==> config.mk <==
export PLATFORM = sky130hd
export DESIGN_NAME = fp_rint
export DESIGN_NICKNAME = d
export VERILOG_FILES = /design/src/rtl/fp_rint_pkg.sv /design/src/rtl/fp_rint_mode.sv /design/src/rtl/fp_rint_class.sv /design/src/rtl/fp_rint_msb.sv /design/src/rtl/fp_rint_core.sv /design/src/rtl/fp_rint.sv
export SDC_FILE = /design/constraint.sdc
export NUM_CORES = 1
export LEC_CHECK = 0
export BUFFER_PORTS_ARGS = -buffer_cell sky130_fd_sc_hd__buf_2
export CAP_MARGIN = 20
export CORE_ASPECT_RATIO = 0.6
export CORE_MARGIN = 2
export CORE_UTILIZATION = 57
export CTS_BUF_LIST = sky130_fd_sc_hd__clkbuf_8
export DETAILED_ROUTE_END_ITERATION = 10
export PLACE_DENSITY = 0.8
export SYNTH_ARGS = -nofsm -noshare
export SYNTH_HDL_FRONTEND = slang
export SYNTH_SLANG_ARGS = --single-unit
==> constraint.sdc <==
create_clock -name clk -period 0.9 [get_ports clk]
set_input_delay 0.135 -clock clk [delete_from_list [all_inputs] [get_ports clk]]
set_output_delay 0.135 -clock clk [all_outputs]
set_load 0.01 [all_outputs]
==> src/rtl/fp_rint_pkg.sv <==
package fp_rint_pkg;

   typedef enum logic [2:0] {
      RM_NEAR_EVEN = 3'b000,
      RM_ZERO      = 3'b001,
      RM_DOWN      = 3'b010,
      RM_UP        = 3'b011,
      RM_NEAR_MAX  = 3'b100
   } rnd_mode_e;

   localparam logic [2:0] RM_FROM_DYN = 3'b111;
   localparam int FLAGS_W = 5;
   localparam int FLG_NV  = 4;

endpackage

==> src/rtl/fp_rint_mode.sv <==
module fp_rint_mode
   import fp_rint_pkg::*;
(
   input  logic [2:0] rm,
   input  logic [2:0] dyn,
   output rnd_mode_e  mode,
   output logic       illegal
);

   logic [2:0] eff;

   always_comb begin
      eff     = (rm == RM_FROM_DYN) ? dyn : rm;
      illegal = (eff > 3'b100);
      if (illegal) mode = RM_NEAR_EVEN;
      else         mode = rnd_mode_e'(eff);
   end

endmodule

==> src/rtl/fp_rint_class.sv <==
module fp_rint_class #(
   parameter int EXP_W = 8,
   parameter int MAN_W = 23
) (
   input  logic [EXP_W+MAN_W:0] op,
   output logic                 is_zero,
   output logic                 is_inf,
   output logic                 is_nan,
   output logic                 is_snan,
   output logic                 is_whole
);

   localparam int BIAS    = (1 << (EXP_W - 1)) - 1;
   localparam int INT_THR = BIAS + MAN_W;

   logic [EXP_W-1:0] e;
   logic [MAN_W-1:0] f;
   logic             e_max;

   always_comb begin
      e        = op[EXP_W+MAN_W-1:MAN_W];
      f        = op[MAN_W-1:0];
      e_max    = &e;
      is_zero  = (e == '0) && (f == '0);
      is_inf   = e_max && (f == '0);
      is_nan   = e_max && (f != '0);
      is_snan  = is_nan && !f[MAN_W-1];
      is_whole = !e_max && (int'(e) >= INT_THR);
   end

endmodule

==> src/rtl/fp_rint_msb.sv <==
module fp_rint_msb #(
   parameter int N  = 25,
   parameter int IW = $clog2(N)
) (
   input  logic [N-1:0]  vec,
   output logic [IW-1:0] idx,
   output logic          found
);

   always_comb begin
      idx = '0;
      for (int i = 0; i < N; i++) begin
         if (vec[i]) idx = IW'(i);
      end
      found = |vec;
   end

endmodule

==> src/rtl/fp_rint_core.sv <==
module fp_rint_core
   import fp_rint_pkg::*;
#(
   parameter int EXP_W = 8,
   parameter int MAN_W = 23
) (
   input  logic                 sign,
   input  logic [EXP_W-1:0]     exp_f,
   input  logic [MAN_W-1:0]     man,
   input  rnd_mode_e            mode,
   output logic [EXP_W+MAN_W:0] res
);

   localparam int SIG_W   = MAN_W + 1;
   localparam int IR_W    = SIG_W + 1;
   localparam int IDX_W   = $clog2(IR_W);
   localparam int BIAS    = (1 << (EXP_W - 1)) - 1;
   localparam int INT_THR = BIAS + MAN_W;

   logic [SIG_W-1:0] sig, ipart, low_mask, gtmp;
   logic             guard, sticky, bump;
   logic [IR_W-1:0]  mag, shifted;
   logic [IDX_W-1:0] top;
   logic             nz;
   int               fb, shamt;

   // split the significand into integer part, guard bit and sticky bit
   always_comb begin
      sig      = {exp_f != '0, man};
      fb       = INT_THR - int'(exp_f);
      low_mask = '0;
      gtmp     = '0;
      if (int'(exp_f) < BIAS - 1) begin
         ipart  = '0;
         guard  = 1'b0;
         sticky = |sig;
      end else if (fb <= 0) begin
         ipart  = sig;
         guard  = 1'b0;
         sticky = 1'b0;
      end else begin
         ipart    = sig >> fb;
         gtmp     = sig >> (fb - 1);
         guard    = gtmp[0];
         low_mask = (SIG_W'(1) << (fb - 1)) - SIG_W'(1);
         sticky   = |(sig & low_mask);
      end
      case (mode)
         RM_NEAR_EVEN: bump = guard & (sticky | ipart[0]);
         RM_NEAR_MAX:  bump = guard;
         RM_ZERO:      bump = 1'b0;
         RM_DOWN:      bump = sign & (guard | sticky);
         RM_UP:        bump = ~sign & (guard | sticky);
         default:      bump = 1'b0;
      endcase
      mag = {1'b0, ipart} + IR_W'(bump);
   end

   fp_rint_msb #(.N(IR_W), .IW(IDX_W)) u_msb (
      .vec   (mag),
      .idx   (top),
      .found (nz)
   );

   // repack the integer magnitude as a normal number
   always_comb begin
      shamt = MAN_W - int'(top);
      if (shamt < 0) shamt = 0;
      shifted = mag << shamt;
      if (!nz) res = {sign, {(EXP_W + MAN_W){1'b0}}};
      else     res = {sign, EXP_W'(BIAS + int'(top)), shifted[MAN_W-1:0]};
   end

endmodule

==> src/rtl/fp_rint.sv <==
module fp_rint
   import fp_rint_pkg::*;
#(
   parameter int EXP_W      = 8,
   parameter int MAN_W      = 23,
   parameter bit REGISTERED = 1'b1
) (
   input  logic                 clk,
   input  logic                 rst_n,
   input  logic                 in_valid,
   input  logic [EXP_W+MAN_W:0] in_op,
   input  logic [2:0]           in_rm,
   input  logic [2:0]           dyn_rm,
   output logic                 out_valid,
   output logic [EXP_W+MAN_W:0] out_res,
   output logic [4:0]           out_flags,
   output logic                 out_illegal
);

   localparam int W       = EXP_W + MAN_W + 1;
   localparam int BIAS    = (1 << (EXP_W - 1)) - 1;
   localparam int INT_THR = BIAS + MAN_W;
   localparam logic [W-1:0] QNAN = {1'b0, {EXP_W{1'b1}}, 1'b1, {(MAN_W - 1){1'b0}}};

   generate
      if (EXP_W < 3 || MAN_W < 2) begin : g_bad_width
         $error("fp_rint: EXP_W must be >= 3 and MAN_W >= 2");
      end
      if (INT_THR >= (1 << EXP_W) - 1) begin : g_bad_range
         $error("fp_rint: exponent range cannot hold every integral value");
      end
      if (FLAGS_W != 5) begin : g_bad_flags
         $error("fp_rint: flag vector must be 5 bits");
      end
   endgenerate

   rnd_mode_e      mode;
   logic           illegal;
   logic           is_zero, is_inf, is_nan, is_snan, is_whole;
   logic [W-1:0]   core_res;
   logic [W-1:0]   c_res;
   logic [4:0]     c_flags;

   fp_rint_mode u_mode (
      .rm      (in_rm),
      .dyn     (dyn_rm),
      .mode    (mode),
      .illegal (illegal)
   );

   fp_rint_class #(.EXP_W(EXP_W), .MAN_W(MAN_W)) u_class (
      .op       (in_op),
      .is_zero  (is_zero),
      .is_inf   (is_inf),
      .is_nan   (is_nan),
      .is_snan  (is_snan),
      .is_whole (is_whole)
   );

   fp_rint_core #(.EXP_W(EXP_W), .MAN_W(MAN_W)) u_core (
      .sign  (in_op[W-1]),
      .exp_f (in_op[W-2:MAN_W]),
      .man   (in_op[MAN_W-1:0]),
      .mode  (mode),
      .res   (core_res)
   );

   always_comb begin
      c_flags = '0;
      if (illegal) begin
         c_res = '0;
      end else if (is_nan) begin
         c_res           = QNAN;
         c_flags[FLG_NV] = is_snan;
      end else if (is_zero || is_inf || is_whole) begin
         c_res = in_op;
      end else begin
         c_res = core_res;
      end
   end

   generate
      if (REGISTERED) begin : g_reg
         always_ff @(posedge clk or negedge rst_n) begin
            if (!rst_n) begin
               out_valid   <= 1'b0;
               out_res     <= '0;
               out_flags   <= '0;
               out_illegal <= 1'b0;
            end else begin
               out_valid <= in_valid;
               if (in_valid) begin
                  out_res     <= c_res;
                  out_flags   <= c_flags;
                  out_illegal <= illegal;
               end
            end
         end

         AST_FIXED_LATENCY: assert property (@(posedge clk) disable iff (!rst_n)
            in_valid |=> out_valid);
         AST_NO_SPURIOUS: assert property (@(posedge clk) disable iff (!rst_n)
            !in_valid |=> !out_valid);
      end else begin : g_comb
         always_comb begin
            out_valid   = in_valid;
            out_res     = c_res;
            out_flags   = c_flags;
            out_illegal = illegal;
         end
      end
   endgenerate

   AST_ILLEGAL_ZERO: assert property (@(posedge clk) disable iff (!rst_n)
      (in_valid && (in_rm == 3'b101 || in_rm == 3'b110))
      |-> (illegal && c_res == '0 && c_flags == '0));
   AST_NV_ONLY_SNAN: assert property (@(posedge clk) disable iff (!rst_n)
      (in_valid && c_flags[FLG_NV])
      |-> ((&in_op[W-2:MAN_W]) && !in_op[MAN_W-1] && in_op[MAN_W-2:0] != '0));
   AST_NAN_CANON: assert property (@(posedge clk) disable iff (!rst_n)
      (in_valid && !illegal && (&in_op[W-2:MAN_W]) && in_op[MAN_W-1:0] != '0)
      |-> (c_res == QNAN));
   AST_ZERO_PASS: assert property (@(posedge clk) disable iff (!rst_n)
      (in_valid && !illegal && in_op[W-2:0] == '0) |-> (c_res == in_op));
   AST_SIGN_KEPT: assert property (@(posedge clk) disable iff (!rst_n)
      (in_valid && !illegal && !(&in_op[W-2:MAN_W]))
      |-> (core_res[W-1] == in_op[W-1]));

endmodule

==> impl_metrics.tcl, run 1 <==
set metrics [dict create \
    die_w_microns 158 \
    ctsHoldBuffers 1 \
    stop_stage "clock tree synthesis (4_1_cts)" \
    ys_seq_elements 35 \
    io_pins 80 \
    synth_edf_count 0 \
    post-synth-top-area-cell "dfrtp_1" \
    start_util 0.588 \
    first-error "[ERROR DPL-0033] detailed placement checks failed during check placement." \
    synth_top_area_frac 0.108 \
    port_buffers 75 \
    synth_async_sr_flop_share 1.00 \
    synthTopCellsByCount "99 x nand2_1, 83 x nor2_1, 80 x mux2i_1" \
    dp_hpwl_mm 33.7 \
    numCtsBuffers 5 \
    synth_area_leaders "dfrtp_1 11%, mux2i_1 9.9%, nand2_1 4.6%" \
    cts_root_buf "clkbuf_8" \
    cts_resized 197 \
    synth_area_sq_um 8090 \
    yosysMostFrequentCell "nand2_1" \
    dpl.cell_count 1682 \
    syn-instance-count 1087 \
    gp_congestion 1.20 \
    row_count 33 \
    ys.flop_type "dfrtp_1" \
    synthDistinctLibCells 99 \
    avgSynthCellArea_sq_um 7.44 \
    yosysWarnings 0 \
    post_cts_buffers 97 \
    dieHeight_microns 96.3 \
    clkSinkCount 35 \
    clockBufferDepth 2 \
    yosysSeqAreaShare 0.108 \
    htree_levels 2 \
    status "stopped before the end" \
]
[logic make-up after synthesis]
logic type | count (synthesis) | synth area share
AOI/OAI and AO/OA | 370 | 0.331
adders and majority gates | 18 | 0.0275
other | 1 | 0.000463
buffers and inverters | 117 | 0.0688
and+or+nand+nor | 397 | 0.251
xor gates and xnor gates | 26 | 0.0291
muxes | 123 | 0.183
DFF | 35 | 0.108
[per-stage QoR]
step	hold slack, ps	cell area (sq um)	worst slack, ps
after detailed placement	51.8	11700	-8100
after global placement	48.2	11700	-7410
after floorplan	-161	8480	-7360
==> run 2, diff against run 1 <==
- CORE_ASPECT_RATIO: 0.6 -> not set
- CORE_UTILIZATION: 57 -> 40
- CTS_BUF_LIST: sky130_fd_sc_hd__clkbuf_8 -> not set
- PLACE_DENSITY: 0.8 -> not set
- PLACE_DENSITY_LB_ADDON: not set -> 0.15
- clock period: 0.9 -> 1.15 ns (I/O delays scaled with it)
==> impl_metrics.tcl, run 2 <==
set metrics [dict create \
    rsz0062_at_grt "true" \
    layout_min_cycle_time_ps 8150 \
    largest_reg_flops 32 \
    die_w_microns 146 \
    ys.flop_type "dfrtp_1" \
    fin_crit_sh 7.09 \
    yosysWarnings 0 \
    setup_viol 33 \
    p_leak_nw 6.02 \
    synth_top_area_frac 0.108 \
    ys_seq_elements 35 \
    peakVddDrop_mv 1.01 \
    htree_levels 2 \
    viasPerCell 6.20 \
    critPathMostFrequentCell "ha_4" \
    utilization 0.686 \
    critPathKind "in2reg" \
    layout-drive-gt1-share 0.510 \
    syn-instance-count 1087 \
    max_stage_delay_ps 510 \
    synthDistinctLibCells 99 \
    worst_pin_slew_ps 624 \
    relSlewSlack 0.584 \
    vias 11500 \
    first_pass_iters 8 \
    cts_root_buf "clkbuf_16" \
    grt_usage 0.368 \
    avgSynthCellArea_sq_um 7.44 \
    top_register "out_res" \
    post-synth-top-area-cell "dfrtp_1" \
    cp_max_fo 8 \
    layout_setup_ws_ps -7000 \
    dpl.cell_count 1796 \
    ant_nets 0 \
    power_density_nw_per_um2 780 \
    status "finished with violations" \
    dieArea_sq_um 21400 \
    cp_top_family "simple AND/OR/NAND/NOR gates" \
    row_count 52 \
    layoutNonFillerInstCount 1860 \
    setup_tns_ps -211210 \
    yosysMostFrequentCell "nand2_1" \
    timing.hold.ws_ps 233 \
    drt_wl_total_mm 41.6 \
    hold_path_class "in2reg" \
    worstPathRequired_ps 1300 \
    fill_cells 1699 \
    finalNetCount 1644 \
    syn_to_final_growth_pct 70.0 \
    drc_errors 0 \
    coreArea_sq_um 20000 \
    critPathCaptureType "register" \
    port_buffers 75 \
    drt_iter0_drc 1314 \
    mostFrequentLayoutCells "461 x buf_4, 90 x nand2_1, 72 x nor2_1, 69 x buf_2, 62 x mux2i_1" \
    drt-wirelength-per-cell_microns 22.4 \
    grt-ovfl-total 0 \
    startpoint_type "input pin" \
    io_pins 80 \
    cap_viol_max_count 0 \
    yosysSeqAreaShare 0.108 \
    violations "setup timing" \
    final_max_slew_viol_count 0 \
    dp_hpwl_mm 31.3 \
    clockBufferDepth 2 \
    synth_async_sr_flop_share 1.00 \
    finalHoldViolCount 0 \
    synth_edf_count 0 \
    cts_tree "yes" \
    max_freq_mhz 123 \
    start_util 0.404 \
    clock_latency_ps 290 \
    grt_start_max_net_pins 48 \
    synthTopCellsByCount "99 x nand2_1, 83 x nor2_1, 80 x mux2i_1" \
    grt_pass1_vias 11000 \
    antenna_found_initial 2 \
    clkTransAtPathRegs_ps 60 \
    crit_buf_inv 6 \
    grt_pass1_wl_mm 62.4 \
    fin_skew_ps 0 \
    gp_congestion 0.987 \
    critical_path_arrival_ps 8300 \
    dieHeight_microns 146 \
    synth_area_leaders "dfrtp_1 11%, mux2i_1 9.9%, nand2_1 4.6%" \
    power_mw 10.7 \
    numCtsBuffers 5 \
    clkSinkCount 35 \
    slowest_stage "or4b_4" \
    synth_area_sq_um 8090 \
    layout_commonest_cell "buf_4" \
]
-- run 2: cell counts after synthesis --
Identical to the previous run, type by type.
-- run 2: cell type report --
type                    count  area (sq um)  share of cell area
multi-input cells         938          7770               0.565
clock buffers               5           125             0.00910
diodes                      3          7.51            0.000546
inverters                  26           108             0.00782
flip-flops and latches     35           876              0.0637
repair buffers            580          4490               0.326
well taps                 270           338              0.0246
clock inverters             3          43.8             0.00318
-- run 2: cells by family (layout without fill, tap and decap cells) --
logic type,after synthesis,after routing,synth area share
AND/OR/NAND/NOR,397,397,0.251
AO/OA/AOI/OAI,370,370,0.331
multiplexers,123,123,0.183
buffers and inverters,117,614,0.0688
flip-flops,35,35,0.108
XOR/XNOR,26,26,0.0291
adder cells (fa/ha/maj),18,18,0.0275
other,1,7,0.000463
-- run 2: through the flow --
stage	instance area, sq um	setup slack [ps]
2_1_floorplan	8460	-7150
3_3_place_gp	12100	-7230
3_5_place_dp	12100	-7320
4_1_cts	13100	-6800
5_1_grt	13800	-7330
6_report	13800	-7000
-- run 2: metal layers --
metal	global-route usage	wire length, microns
met1	0.511	17300
met2	0.585	18600
met3	0.0509	3940
met4	0.131	1790
met5	0	0
-- run 2: worst register-to-register path: cells and delay by family (launching register included) --
kind	cells	cell delay (ps)
flip-flops	1	380
AND/OR/NAND/NOR	1	90
AO/OA/AOI/OAI	3	370
-- run 2: power by group --
| part | internal [mW] | total (mW) | switching, mW |
|---|---|---|---|
| Clock | 1.02 | 1.59 | 0.565 |
| Sequential | 1.41 | 1.53 | 0.123 |
| Combinational | 3.69 | 7.60 | 3.91 |
-- run 2: timing repair --
item                                    CTS  global route
endpoints found under the setup margin   34            34
pin swaps                                47            43
cloned                                    0             1
endpoints found under the hold margin    35             0
setup buffers                            35            21
resized for setup                       113           109
hold buffers                              1             0
-- run 2: path summary, 6_finish.rpt --
| path | from | endpoint | slack [ps] | cells after the start |
|---|---|---|---|---|
| min | in_valid | out_valid$_DFF_PN0_ | 230 | 2 |
| max reg2reg | out_res[20]$_DFFE_PN0P_ | out_res[20]$_DFFE_PN0P_ | 180 | 4 |
| min in group asynchronous | rst_n | out_res[21]$_DFFE_PN0P_ | 460 | 3 |
| max | in_op[24] | out_res[20]$_DFFE_PN0P_ | -7000 | 40 |
| min reg2reg | out_res[13]$_DFFE_PN0P_ | out_res[13]$_DFFE_PN0P_ | 480 | 1 |
| max in group asynchronous | rst_n | out_res[31]$_DFFE_PN0P_ | 360 | 3 |
Power figures use the tool's default switching activity.
